==> src/rtl/imw_pkg.sv <==
package imw_pkg;

   localparam int unsigned REG_SEL_W = 3;

   typedef enum logic [REG_SEL_W-1:0] {
      REG_MEM_RPTR   = 3'd0,
      REG_MEM_WPTR   = 3'd1,
      REG_MEM_RDAT   = 3'd2,
      REG_MEM_WDAT   = 3'd3,
      REG_PRPH_RWORD = 3'd4,
      REG_PRPH_WWORD = 3'd5,
      REG_PRPH_RDAT  = 3'd6,
      REG_PRPH_WDAT  = 3'd7
   } win_reg_e;

   typedef enum logic [1:0] {
      SEQ_IDLE = 2'd0,
      SEQ_BUSY = 2'd1,
      SEQ_DONE = 2'd2
   } seq_state_e;

endpackage

==> src/rtl/imw_ptr.sv <==
// Auto-stepping address pointer: load has priority over advance.
module imw_ptr #(
   parameter int unsigned ADDR_W = 32,
   parameter int unsigned STEP   = 4
) (
   input  logic              clk,
   input  logic              rst_n,
   input  logic              load,
   input  logic [ADDR_W-1:0] load_val,
   input  logic              advance,
   output logic [ADDR_W-1:0] ptr
);
   localparam logic [ADDR_W-1:0] STEP_V = ADDR_W'(STEP);

   always_ff @(posedge clk or negedge rst_n) begin
      if (!rst_n) begin
         ptr <= '0;
      end else if (load) begin
         ptr <= load_val;
      end else if (advance) begin
         ptr <= ptr + STEP_V;
      end
   end
endmodule

==> src/rtl/imw_prph_map.sv <==
// Maps a peripheral offset and size code to a bus address and low-aligned byte enables.
module imw_prph_map #(
   parameter int unsigned ADDR_W = 32,
   parameter int unsigned OFFS_W = 16,
   parameter int unsigned BE_W   = 4,
   parameter int unsigned CNT_W  = 2
) (
   input  logic [OFFS_W-1:0] offs,
   input  logic [CNT_W-1:0]  cnt,
   output logic [ADDR_W-1:0] addr,
   output logic [BE_W-1:0]   be
);
   assign addr = ADDR_W'(offs);

   for (genvar i = 0; i < BE_W; i++) begin : g_lane
      if (i == 0) begin : g_first
         assign be[i] = 1'b1;
      end else begin : g_rest
         localparam logic [CNT_W-1:0] LANE = CNT_W'(i);
         assign be[i] = (LANE <= cnt);
      end
   end
endmodule

==> src/rtl/imw_seq.sv <==
// Host/bus sequencer: accepts one host access, runs at most one bus transfer, strobes ready.
module imw_seq
   import imw_pkg::*;
#(
   parameter int unsigned ADDR_W = 32,
   parameter int unsigned DATA_W = 32,
   parameter int unsigned BE_W   = 4
) (
   input  logic              clk,
   input  logic              rst_n,
   input  logic              start,
   input  logic              launch,
   input  logic              l_we,
   input  logic              l_space,
   input  logic [ADDR_W-1:0] l_addr,
   input  logic [BE_W-1:0]   l_be,
   input  logic [DATA_W-1:0] l_wdata,
   input  logic [DATA_W-1:0] imm_rdata,
   output logic              idle,
   output logic              host_ready,
   output logic [DATA_W-1:0] host_rdata,
   output logic              bus_req,
   output logic              bus_we,
   output logic              bus_space,
   output logic [ADDR_W-1:0] bus_addr,
   output logic [BE_W-1:0]   bus_be,
   output logic [DATA_W-1:0] bus_wdata,
   input  logic              bus_ack,
   input  logic [DATA_W-1:0] bus_rdata,
   output logic              cpl,
   output logic              cpl_we,
   output logic              cpl_space
);
   seq_state_e        state_q;
   logic              we_q;
   logic              space_q;
   logic [ADDR_W-1:0] addr_q;
   logic [BE_W-1:0]   be_q;
   logic [DATA_W-1:0] wdata_q;
   logic [DATA_W-1:0] rdata_q;
   logic [DATA_W-1:0] lane_mask;

   for (genvar b = 0; b < BE_W; b++) begin : g_mask
      assign lane_mask[b*8 +: 8] = {8{be_q[b]}};
   end

   always_ff @(posedge clk or negedge rst_n) begin
      if (!rst_n) begin
         state_q <= SEQ_IDLE;
         we_q    <= 1'b0;
         space_q <= 1'b0;
         addr_q  <= '0;
         be_q    <= '0;
         wdata_q <= '0;
         rdata_q <= '0;
      end else begin
         unique case (state_q)
            SEQ_IDLE: begin
               if (start) begin
                  if (launch) begin
                     we_q    <= l_we;
                     space_q <= l_space;
                     addr_q  <= l_addr;
                     be_q    <= l_be;
                     wdata_q <= l_wdata;
                     state_q <= SEQ_BUSY;
                  end else begin
                     rdata_q <= imm_rdata;
                     state_q <= SEQ_DONE;
                  end
               end
            end
            SEQ_BUSY: begin
               if (bus_ack) begin
                  rdata_q <= we_q ? '0 : (bus_rdata & lane_mask);
                  state_q <= SEQ_DONE;
               end
            end
            SEQ_DONE: state_q <= SEQ_IDLE;
            default:  state_q <= SEQ_IDLE;
         endcase
      end
   end

   assign idle       = (state_q == SEQ_IDLE);
   assign host_ready = (state_q == SEQ_DONE);
   assign host_rdata = rdata_q;
   assign bus_req    = (state_q == SEQ_BUSY);
   assign bus_we     = we_q;
   assign bus_space  = space_q;
   assign bus_addr   = addr_q;
   assign bus_be     = be_q;
   assign bus_wdata  = wdata_q;
   assign cpl        = (state_q == SEQ_BUSY) && bus_ack;
   assign cpl_we     = we_q;
   assign cpl_space  = space_q;
endmodule

==> src/rtl/indirect_mem_window.sv <==
module indirect_mem_window
   import imw_pkg::*;
#(
   parameter int unsigned ADDR_W     = 32,
   parameter int unsigned DATA_W     = 32,
   parameter int unsigned OFFS_W     = 16,
   parameter int unsigned CNT_LSB    = 24,
   parameter int unsigned STEP_BYTES = 4,
   parameter bit          HAS_PERIPH = 1'b1
) (
   input  logic                clk,
   input  logic                rst_n,
   input  logic                host_valid,
   input  logic                host_write,
   input  logic [2:0]          host_reg,
   input  logic [DATA_W-1:0]   host_wdata,
   output logic                host_ready,
   output logic [DATA_W-1:0]   host_rdata,
   output logic                bus_req,
   output logic                bus_we,
   output logic                bus_space,
   output logic [ADDR_W-1:0]   bus_addr,
   output logic [DATA_W/8-1:0] bus_be,
   output logic [DATA_W-1:0]   bus_wdata,
   input  logic                bus_ack,
   input  logic [DATA_W-1:0]   bus_rdata
);
   localparam int unsigned BE_W  = DATA_W / 8;
   localparam int unsigned CNT_W = (BE_W > 1) ? $clog2(BE_W) : 1;

   if (DATA_W % 8 != 0) begin : g_bad_data_w
      $error("DATA_W must be a whole number of bytes");
   end
   if (ADDR_W != DATA_W) begin : g_bad_addr_w
      $error("ADDR_W must equal DATA_W so pointers read back whole");
   end
   if (OFFS_W > CNT_LSB || CNT_LSB + CNT_W > DATA_W) begin : g_bad_fields
      $error("peripheral offset and size fields must fit the word without overlap");
   end
   if (STEP_BYTES != BE_W) begin : g_bad_step
      $error("STEP_BYTES must equal one data word");
   end

   win_reg_e          sel;
   logic              idle;
   logic              start;
   logic              wr_ev;
   logic              cpl;
   logic              cpl_we;
   logic              cpl_space;
   logic [ADDR_W-1:0] mem_rptr;
   logic [ADDR_W-1:0] mem_wptr;

   logic              prph_ok;
   logic [DATA_W-1:0] prph_rword;
   logic [DATA_W-1:0] prph_wword;
   logic [ADDR_W-1:0] prph_raddr;
   logic [ADDR_W-1:0] prph_waddr;
   logic [BE_W-1:0]   prph_rbe;
   logic [BE_W-1:0]   prph_wbe;

   logic              launch;
   logic              l_we;
   logic              l_space;
   logic [ADDR_W-1:0] l_addr;
   logic [BE_W-1:0]   l_be;
   logic [DATA_W-1:0] imm_rdata;

   assign sel   = win_reg_e'(host_reg);
   assign start = host_valid && idle;
   assign wr_ev = start && host_write;

   imw_ptr #(.ADDR_W(ADDR_W), .STEP(STEP_BYTES)) u_rptr (
      .clk      (clk),
      .rst_n    (rst_n),
      .load     (wr_ev && (sel == REG_MEM_RPTR)),
      .load_val (host_wdata[ADDR_W-1:0]),
      .advance  (cpl && !cpl_we && !cpl_space),
      .ptr      (mem_rptr)
   );

   imw_ptr #(.ADDR_W(ADDR_W), .STEP(STEP_BYTES)) u_wptr (
      .clk      (clk),
      .rst_n    (rst_n),
      .load     (wr_ev && (sel == REG_MEM_WPTR)),
      .load_val (host_wdata[ADDR_W-1:0]),
      .advance  (cpl && cpl_we && !cpl_space),
      .ptr      (mem_wptr)
   );

   if (HAS_PERIPH) begin : g_prph
      logic [DATA_W-1:0] rword_q;
      logic [DATA_W-1:0] wword_q;

      always_ff @(posedge clk or negedge rst_n) begin
         if (!rst_n) begin
            rword_q <= '0;
            wword_q <= '0;
         end else begin
            if (wr_ev && (sel == REG_PRPH_RWORD)) rword_q <= host_wdata;
            if (wr_ev && (sel == REG_PRPH_WWORD)) wword_q <= host_wdata;
         end
      end

      imw_prph_map #(.ADDR_W(ADDR_W), .OFFS_W(OFFS_W), .BE_W(BE_W), .CNT_W(CNT_W)) u_rmap (
         .offs (rword_q[OFFS_W-1:0]),
         .cnt  (rword_q[CNT_LSB +: CNT_W]),
         .addr (prph_raddr),
         .be   (prph_rbe)
      );

      imw_prph_map #(.ADDR_W(ADDR_W), .OFFS_W(OFFS_W), .BE_W(BE_W), .CNT_W(CNT_W)) u_wmap (
         .offs (wword_q[OFFS_W-1:0]),
         .cnt  (wword_q[CNT_LSB +: CNT_W]),
         .addr (prph_waddr),
         .be   (prph_wbe)
      );

      assign prph_ok    = 1'b1;
      assign prph_rword = rword_q;
      assign prph_wword = wword_q;
   end else begin : g_no_prph
      assign prph_ok    = 1'b0;
      assign prph_rword = '0;
      assign prph_wword = '0;
      assign prph_raddr = '0;
      assign prph_waddr = '0;
      assign prph_rbe   = '0;
      assign prph_wbe   = '0;
   end

   // Which accesses become bus transfers, and with what attributes.
   always_comb begin
      launch  = 1'b0;
      l_we    = 1'b0;
      l_space = 1'b0;
      l_addr  = mem_rptr;
      l_be    = '1;
      unique case (sel)
         REG_MEM_RDAT: begin
            launch = !host_write;
         end
         REG_MEM_WDAT: begin
            launch = host_write;
            l_we   = 1'b1;
            l_addr = mem_wptr;
         end
         REG_PRPH_RDAT: begin
            launch  = !host_write && prph_ok;
            l_space = 1'b1;
            l_addr  = prph_raddr;
            l_be    = prph_rbe;
         end
         REG_PRPH_WDAT: begin
            launch  = host_write && prph_ok;
            l_we    = 1'b1;
            l_space = 1'b1;
            l_addr  = prph_waddr;
            l_be    = prph_wbe;
         end
         default: ;
      endcase
   end

   // Read-back value of the register-only accesses.
   always_comb begin
      imm_rdata = '0;
      if (!host_write) begin
         unique case (sel)
            REG_MEM_RPTR:   imm_rdata = DATA_W'(mem_rptr);
            REG_MEM_WPTR:   imm_rdata = DATA_W'(mem_wptr);
            REG_PRPH_RWORD: imm_rdata = prph_rword;
            REG_PRPH_WWORD: imm_rdata = prph_wword;
            default:        imm_rdata = '0;
         endcase
      end
   end

   imw_seq #(.ADDR_W(ADDR_W), .DATA_W(DATA_W), .BE_W(BE_W)) u_seq (
      .clk        (clk),
      .rst_n      (rst_n),
      .start      (start),
      .launch     (launch),
      .l_we       (l_we),
      .l_space    (l_space),
      .l_addr     (l_addr),
      .l_be       (l_be),
      .l_wdata    (host_wdata),
      .imm_rdata  (imm_rdata),
      .idle       (idle),
      .host_ready (host_ready),
      .host_rdata (host_rdata),
      .bus_req    (bus_req),
      .bus_we     (bus_we),
      .bus_space  (bus_space),
      .bus_addr   (bus_addr),
      .bus_be     (bus_be),
      .bus_wdata  (bus_wdata),
      .bus_ack    (bus_ack),
      .bus_rdata  (bus_rdata),
      .cpl        (cpl),
      .cpl_we     (cpl_we),
      .cpl_space  (cpl_space)
   );
endmodule

==> config.mk <==
export PLATFORM = sky130hd
export DESIGN_NAME = indirect_mem_window
export DESIGN_NICKNAME = d
export VERILOG_FILES = /design/src/rtl/imw_pkg.sv /design/src/rtl/imw_ptr.sv /design/src/rtl/imw_prph_map.sv /design/src/rtl/imw_seq.sv /design/src/rtl/indirect_mem_window.sv
export SDC_FILE = /design/constraint.sdc
export NUM_CORES = 1
export LEC_CHECK = 0
export BUFFER_PORTS_ARGS = -buffer_cell sky130_fd_sc_hd__buf_4
export CAP_MARGIN = 20
export CELL_PAD_IN_SITES_DETAIL_PLACEMENT = 0
export CELL_PAD_IN_SITES_GLOBAL_PLACEMENT = 1
export CORE_ASPECT_RATIO = 0.5
export CORE_MARGIN = 4
export CORE_UTILIZATION = 40
export DETAILED_ROUTE_END_ITERATION = 8
export PLACE_DENSITY = 0.79
export SYNTH_ARGS = -nofsm -noshare
export SYNTH_HDL_FRONTEND = slang
export SYNTH_SLANG_ARGS = --single-unit
==> constraint.sdc <==
create_clock -name clk -period 1.93 [get_ports clk]
set_input_delay 0.193 -clock clk [delete_from_list [all_inputs] [get_ports clk]]
set_output_delay 0.193 -clock clk [all_outputs]
set_load 0.05 [all_outputs]
### Word level (Yosys, flattened, before mapping)

Index checks and enable logic that the tools add are counted.

| storage, ports and cells | value |
|---|---|
| register bits | 232 |
| input port bits | 72 |
| output and inout bits | 104 |
| logic and storage cells | 77 |

| cells by class | value |
|---|---|
| add/subtract/negate cells | 2 |
| $lt $le $gt $ge | 6 |
| reductions and logical operators | 25 |
| muxes and demuxes | 20 |
| bitwise gates (word level) | 1 |
| equality and inequality tests | 12 |

Operator list:

| operator | count |
|---|---|
| 32-bit 2-to-1 mux | 9 |
| 32-bit one-hot mux with 4 select lines | 1 |
| 32-bit one-hot mux with 3 select lines | 1 |
| 32-bit by 3-bit adder with 32-bit output, second input constant | 2 |
| 32-bit one-hot mux with 2 select lines | 1 |
| 32-bit AND | 1 |
| 3-bit == test, second input constant | 4 |
| 1-bit logical AND | 11 |
| 2-bit less-or-equal comparator, first input constant | 4 |
| 4-bit one-hot mux with 2 select lines | 1 |
| 3-bit by 2-bit == test with 1-bit output, second input constant | 2 |
| 2-bit 2-to-1 mux | 3 |
| 2-bit nonzero test | 3 |
| 2-bit OR reduction | 3 |
| 1-bit by 2-bit less-or-equal comparator with 1-bit output, first input constant | 2 |
| 2-bit by 1-bit inequality test with 1-bit output, second input constant | 2 |
| 2-bit one-hot mux with 2 select lines | 1 |
| 4-bit AND reduction | 1 |
| 3-bit by 1-bit == test with 1-bit output, second input constant | 1 |
| 1-bit zero test | 3 |
| 3-bit zero test | 1 |
| 3-bit AND reduction | 1 |
| 2-bit by 1-bit == test with 1-bit output, second input constant | 1 |
| 2-bit == test, second input constant | 1 |
| 5 further kinds | 6 |

### Longest topological paths before layout

| depth | value |
|---|---|
| word-level depth | 6 |
| depth in mapped cells | 8 |

### Hierarchy

A second synthesis with hierarchy kept.

| second synthesis, totals | value |
|---|---|
| cells, all modules | 1132 |
| area total of the unflattened synthesis | 13120.1 µm² |

By module, submodules not included:

| module | area each (µm²) | seq. area each (µm²) | instances | cells an instance |
|---|---|---|---|---|
| indirect_mem_window | 4626.9 | 1601.5 | 1 | 382 |
| imw_seq | 4306.6 | 2602.5 | 1 | 274 |
| imw_ptr | 1820.5 | 800.8 | 2 | 200 |
| imw_prph_map | 272.8 | 0.0 | 2 | 38 |

### Worst setup path before layout

No wires, ideal clock.

| timing path | value |
|---|---|
| kind | flip-flop to flip-flop |
| from | reg u_seq.state_q[1] |
| to | reg u_wptr.ptr[25] |
| clock period less this slack | 2201 ps |
| required time | 1860 ps |
| data arrival time | 2132 ps |
| cell stages (with the launch flop) | 8 |
| slack | -271 ps |
| cells stage by stage | dfrtp_1 -> nor2b_1 -> clkbuf_1 -> and3_1 -> clkbuf_1 -> nand4_1 -> or3_1 -> nand3_1 |

| between the ends | value |
|---|---|
| word-level cells in the longest chain between the ends | 5 |

RTL lines:

| element | line | RTL |
|---|---|---|
| start: declaration | imw_seq.sv:34 | `seq_state_e state_q;` |
| start signal: assignment | imw_seq.sv:49 | `state_q <= SEQ_IDLE;` |
| start signal: assignment | imw_seq.sv:66 | `state_q <= SEQ_BUSY;` |
| start signal: assignment | imw_seq.sv:69 | `state_q <= SEQ_DONE;` |
| 2-bit by 1-bit == test with 1-bit output | - |  |
| net bus_req | indirect_mem_window.sv:19 | `output logic bus_req,` |
| 1-bit logical AND | imw_seq.sv:94 | `assign cpl = (state_q == SEQ_BUSY) && bus_ack;` |
| 1-bit logical AND (2 in series) | indirect_mem_window.sv:87 | `.advance (cpl && cpl_we && !cpl_space),` |
| 2-bit nonzero test (no line) | - |  |
| end signal: assignment | imw_ptr.sv:19 | `ptr <= load_val;` |
| end signal: assignment | imw_ptr.sv:21 | `ptr <= ptr + STEP_V;` |
| end: declaration | imw_ptr.sv:11 | `output logic [ADDR_W-1:0] ptr` |

The timed path passes the listed nets, and every way through them passes these cells.
A chain may end at the register's enable or synchronous reset.

### Worst setup path after layout

| timing path | value |
|---|---|
| from | reg u_rptr.ptr[3] |
| to | reg u_rptr.ptr[30] |

| between the ends | value |
|---|---|
| word-level cells in the longest chain between the ends | 3 |

RTL lines:

| element | line | RTL |
|---|---|---|
| start: declaration | imw_ptr.sv:11 |  |
| start signal: assignment | imw_ptr.sv:19 |  |
| start signal: assignment | imw_ptr.sv:21 |  |
| 32-bit by 3-bit adder with 32-bit output | imw_ptr.sv:21 |  |
| 32-bit 2-to-1 mux | imw_ptr.sv:20 | `end else if (advance) begin` |
| 32-bit 2-to-1 mux | imw_ptr.sv:18 | `end else if (load) begin` |

Every way passes these cells. The select of a mux whose other input is x is not followed.

==> summary.txt <==
Timing
  – Tcrit/Tclk final: 101%
  – Final Hold Viols: 0
  – Max Slew Vio Count: 0
  – Setup ws final: -0.0171 ns
  – Fmax: between 0.5 and 0.6 GHz
  – Setup violators final: 1
  – RSZ-0062 raised after global routing: true
  – Hold slack final: between 0.009 and 0.01 ns
  – Min Tclk post-route: about 1.9 ns
  – Worst slew pin tran: 0.879 ns
  – Fin Clk Skew: roughly 0.015 ns
  – Max transition margin: between 40% and 50%

Cells and area
  – Net count, final: between 1k and 1.5k
  – FILL cells: 2411
  – Layout cells sized above 1: around 34%
  – Diodes inserted: 0
  – Area Overhead vs Synth: 34.8%

Clock network
  – Sink Count: approximately 230
  – Clock transition at path regs: roughly 0.07 ns
  – Clock tree root buffer cell: clkbuf_16
  – CTS tree: built
  – Skew-Pair Late Insertion Delay: between 0.5 and 0.6 ns
  – H-tree depth: 1
  – Cts bufs inserted: 23
  – CTS Buffer Depth: 3

Flow run
  – MaxCap Viol Count: 0

Yosys
  – Cell variety after synth: 57
  – Seq cells post-synth: between 200 and 250
  – Post-synthesis compound-gate area fraction: ~16%
  – Syn Std Cell Area: about 12000 µm²
  – Number of synthesized flops with an enable pin: 0
  – Cells after Synth: roughly 1.1k
  – Post-Synth XOR/XNOR Area: less than 1%
  – Mux cell area share after synthesis: between 10% and 20%
  – Synth Area in Adders: less than 1%
  – Mean Syn Cell Area: 10.4 µm²
  – Synthesized net count: around 1.2k
  – Main combinational cell family by area after synthesis: compound AO/OA/AOI/OAI gates
  – Async set-reset flop share out of synthesis: 100%
  – Yosys warnings: 0
  – Post-Synth Simple-Gate Area: between 10% and 20%
  – Seq/Total Area, Yosys: a little over 50%
  – Synth Flop Type: dfrtp_1

Detailed routing
  – Residual DRC: 0
  – DR pass1 iterations: 5
  – Post-DR wirelength/cell: about 22 µm
  – Drt via density: 5.70
  – Routed vias: around 10k
  – Final WL: between 40000 and 50000 µm
  – ANT nets after route: 0
  – Iteration-0 DRC Markers: between 1k and 1.5k

Floorplanning
  – Site Rows: 43
  – Die width: 248 µm
  – Io pins: ~180
  – Die height: ~130 µm
  – DIE AREA: 31800 µm²
  – Initial core utilization: around two fifths
  – Total core area: between 20000 and 30000 µm²

Pwr
  – Net Sw Frac: between 40% and 50%
  – Internal: 11.8 mW
  – Comb power frac: between 40% and 50%
  – Maximum vdd drop: just under 0.0006 V
  – Sequential share of power: 37.6%
  – Clk network pwr share: about 22%
  – Lkg Pwr: approximately 6.9 nW
  – Sw Pwr: between 8 and 9 mW
  – Power Dens Cells: between 1000 and 1500 nW/µm²

Critical path
  – CP Class: reg2reg
  – CP Capture Type: flip-flop
  – Setup slack, reg-to-reg: -0.02 ns
  – Worst Setup SP: u_rptr.ptr[3]
  – Worst r2r src: u_rptr.ptr[3]
  – R2r endpoint: u_rptr.ptr[30]
  – R2R cell count: 6
  – CP max FO: 2
  – CP required: ~2.4 ns
  – Crit start category: flip-flop
  – Critical path data arrival time: approximately 2.4 ns
  – End of the critical path: u_rptr.ptr[30]

Global routing
  – GRT Util Overall: about a quarter
  – GRT overflow: 0
  – Largest net degree at the start of global routing: 58
  – Global-route wire length before repair: approximately 61000 µm
  – Initial antenna violation count: 0
  – Number of global-route vias before repair: ~10k

Outcome
  – Status: finished, violations left
  – Failing checks: setup timing

Placed design
  – GPL Wtd Cong: about 0.97
  – DP HPWL: roughly 29000 µm
  – IO buf count: between 150 and 200
  – Pre-CTS setup slack: -0.0496 ns

Min path
  – Worst hold path type: in2reg
## timing repair
action	4_1_cts	5_1_grt
hold buffers	59	0
setup endpoints to repair	5	68
setup buffers	0	8
resized for setup	4	25
endpoints found under the hold margin	269	0
pin swaps	0	5
## critical path, stage by stage (launching register included)
cell,delay [ns]
dfrtp_2,0.39
ha_4,0.16
nand3_4,0.06
or4_4,0.53
or4_4,0.45
o31ai_4,0.17
nand3b_1,0.13
## cell type report
type	instances	area (µm²)	area share (%)
Inverter	11	41.3	0.266
Multi-Input combinational cell	789	5500	35.4
Timing Repair Buffer	353	3000	19.3
Tap cell	382	478	3.08
Clock buffer	35	681	4.38
Sequential cell	232	5810	37.4
Clock inverter	6	32.5	0.209
## sequential cells by signal (all words and copies together) (netlist names)
signal and count:
u_seq.bus_we 1, u_seq.bus_addr 32, u_seq.state_q 2, u_seq.bus_space 1, g_prph.rword_q 32, u_seq.bus_wdata 32
u_seq.host_rdata 32, g_prph.wword_q 32, u_seq.bus_be 4, u_wptr.ptr 32, u_rptr.ptr 32
## cells in the final DEF, fill, tap and decap left out, drive strengths merged, types with 21 or more instances in the layout
cell,instances
o21ai,130
nand3,43
o311ai,24
a22oi,72
buf,294
dfrtp,232
nand2,194
clkbuf,35
dlygate4sd3,59
mux2,112
nand4,21
nor2,29
## power groups by stage
| stage | clock network, mW | logic, mW | registers [mW] |
|---|---|---|---|
| 2_1_floorplan | 0 | 2.39 | 9.68 |
| 3_3_place_gp | 0 | 7.65 | 7.43 |
| 3_5_place_dp | 0 | 7.79 | 7.54 |
| 4_1_cts | 4.44 | 7.91 | 7.46 |
| 5_1_grt | 4.65 | 8.51 | 7.66 |
| 6_report | 4.39 | 8.04 | 7.49 |
## cells in the mapped netlist (all sizes together) (2+ instances only)
master,count,area [µm²]
and3,9,56.3
a21oi,6,30.0
a32oi,2,17.5
nor4,5,31.3
buf,15,71.3
a221o,6,60.1
clkbuf,66,249
nand2b,3,18.8
nand2,194,728
mux4,16,360
a31oi,9,56.3
inv,11,41.3
xnor2,7,61.3
or2,2,12.5
or4,5,37.5
xor2,6,52.6
a211o,2,17.5
and4,4,36.3
dfrtp,232,5810
nand3,43,220
ha,2,25.0
or3,2,12.5
o211ai,14,105
o21ai,130,651
nor2b,5,31.3
o311ai,24,210
and2,9,56.3
nor3b,3,27.5
mux2,112,1260
mux2i,17,170
nand4,21,146
o21a,3,22.5
nand3b,4,30.0
a22oi,72,541
nor3,10,50.1
nor2,29,109
## layer usage
metal	track usage, %	up-vias	share of wire, %
li1	-	4691	-
met4	3.78	0	1.2
met2	34.3	442	41
met3	8.19	42	11
met5	0	-	0
met1	38.6	5126	47
## kinds of logic after synthesis
family / after synthesis
AND/OR/NAND/NOR: 351
buffers and inverters: 92
flip-flops: 232
adder cells (fa/ha/maj): 2
AO/OA/AOI/OAI: 278
XOR/XNOR: 13
multiplexers: 145
## worst min-delay path by stage
| stage | startpoint | to | slack [ns] | cells past startpoint |
|---|---|---|---|---|
| floorplan | rst_n | g_prph.rword_q[0] | -0.10 | 0 |
| global placement | rst_n | u_seq.bus_wdata[7] | 0.13 | 1 |
| detailed placement | rst_n | u_seq.bus_wdata[7] | 0.13 | 1 |
| CTS | bus_rdata[1] | u_seq.host_rdata[1] | 0.004 | 3 |
| global route | bus_rdata[24] | u_seq.host_rdata[24] | 0.005 | 3 |
| finish | bus_rdata[24] | u_seq.host_rdata[24] | 0.01 | 3 |
## stage by stage
| step | cells | instance area, µm² | utilization (%) | setup TNS (ns) | power [mW] |
|---|---|---|---|---|---|
| 4_1_cts | 1800 | 15400 | 54.9 | -0.0174 | 19.8 |
| 3_3_place_gp | 1700 | 14100 | 50.2 | -0.134 | 15.1 |
| 3_5_place_dp | 1700 | 14100 | 50.2 | -0.117 | 15.3 |
| 6_report | 1808 | 15500 | 55.4 | -0.0171 | 19.9 |
| 5_1_grt | 1808 | 15500 | 55.4 | -0.235 | 20.8 |
| 2_1_floorplan | 1113 | 11600 | - | -0.0356 | 12.1 |
(Power assumes the default switching activity.)
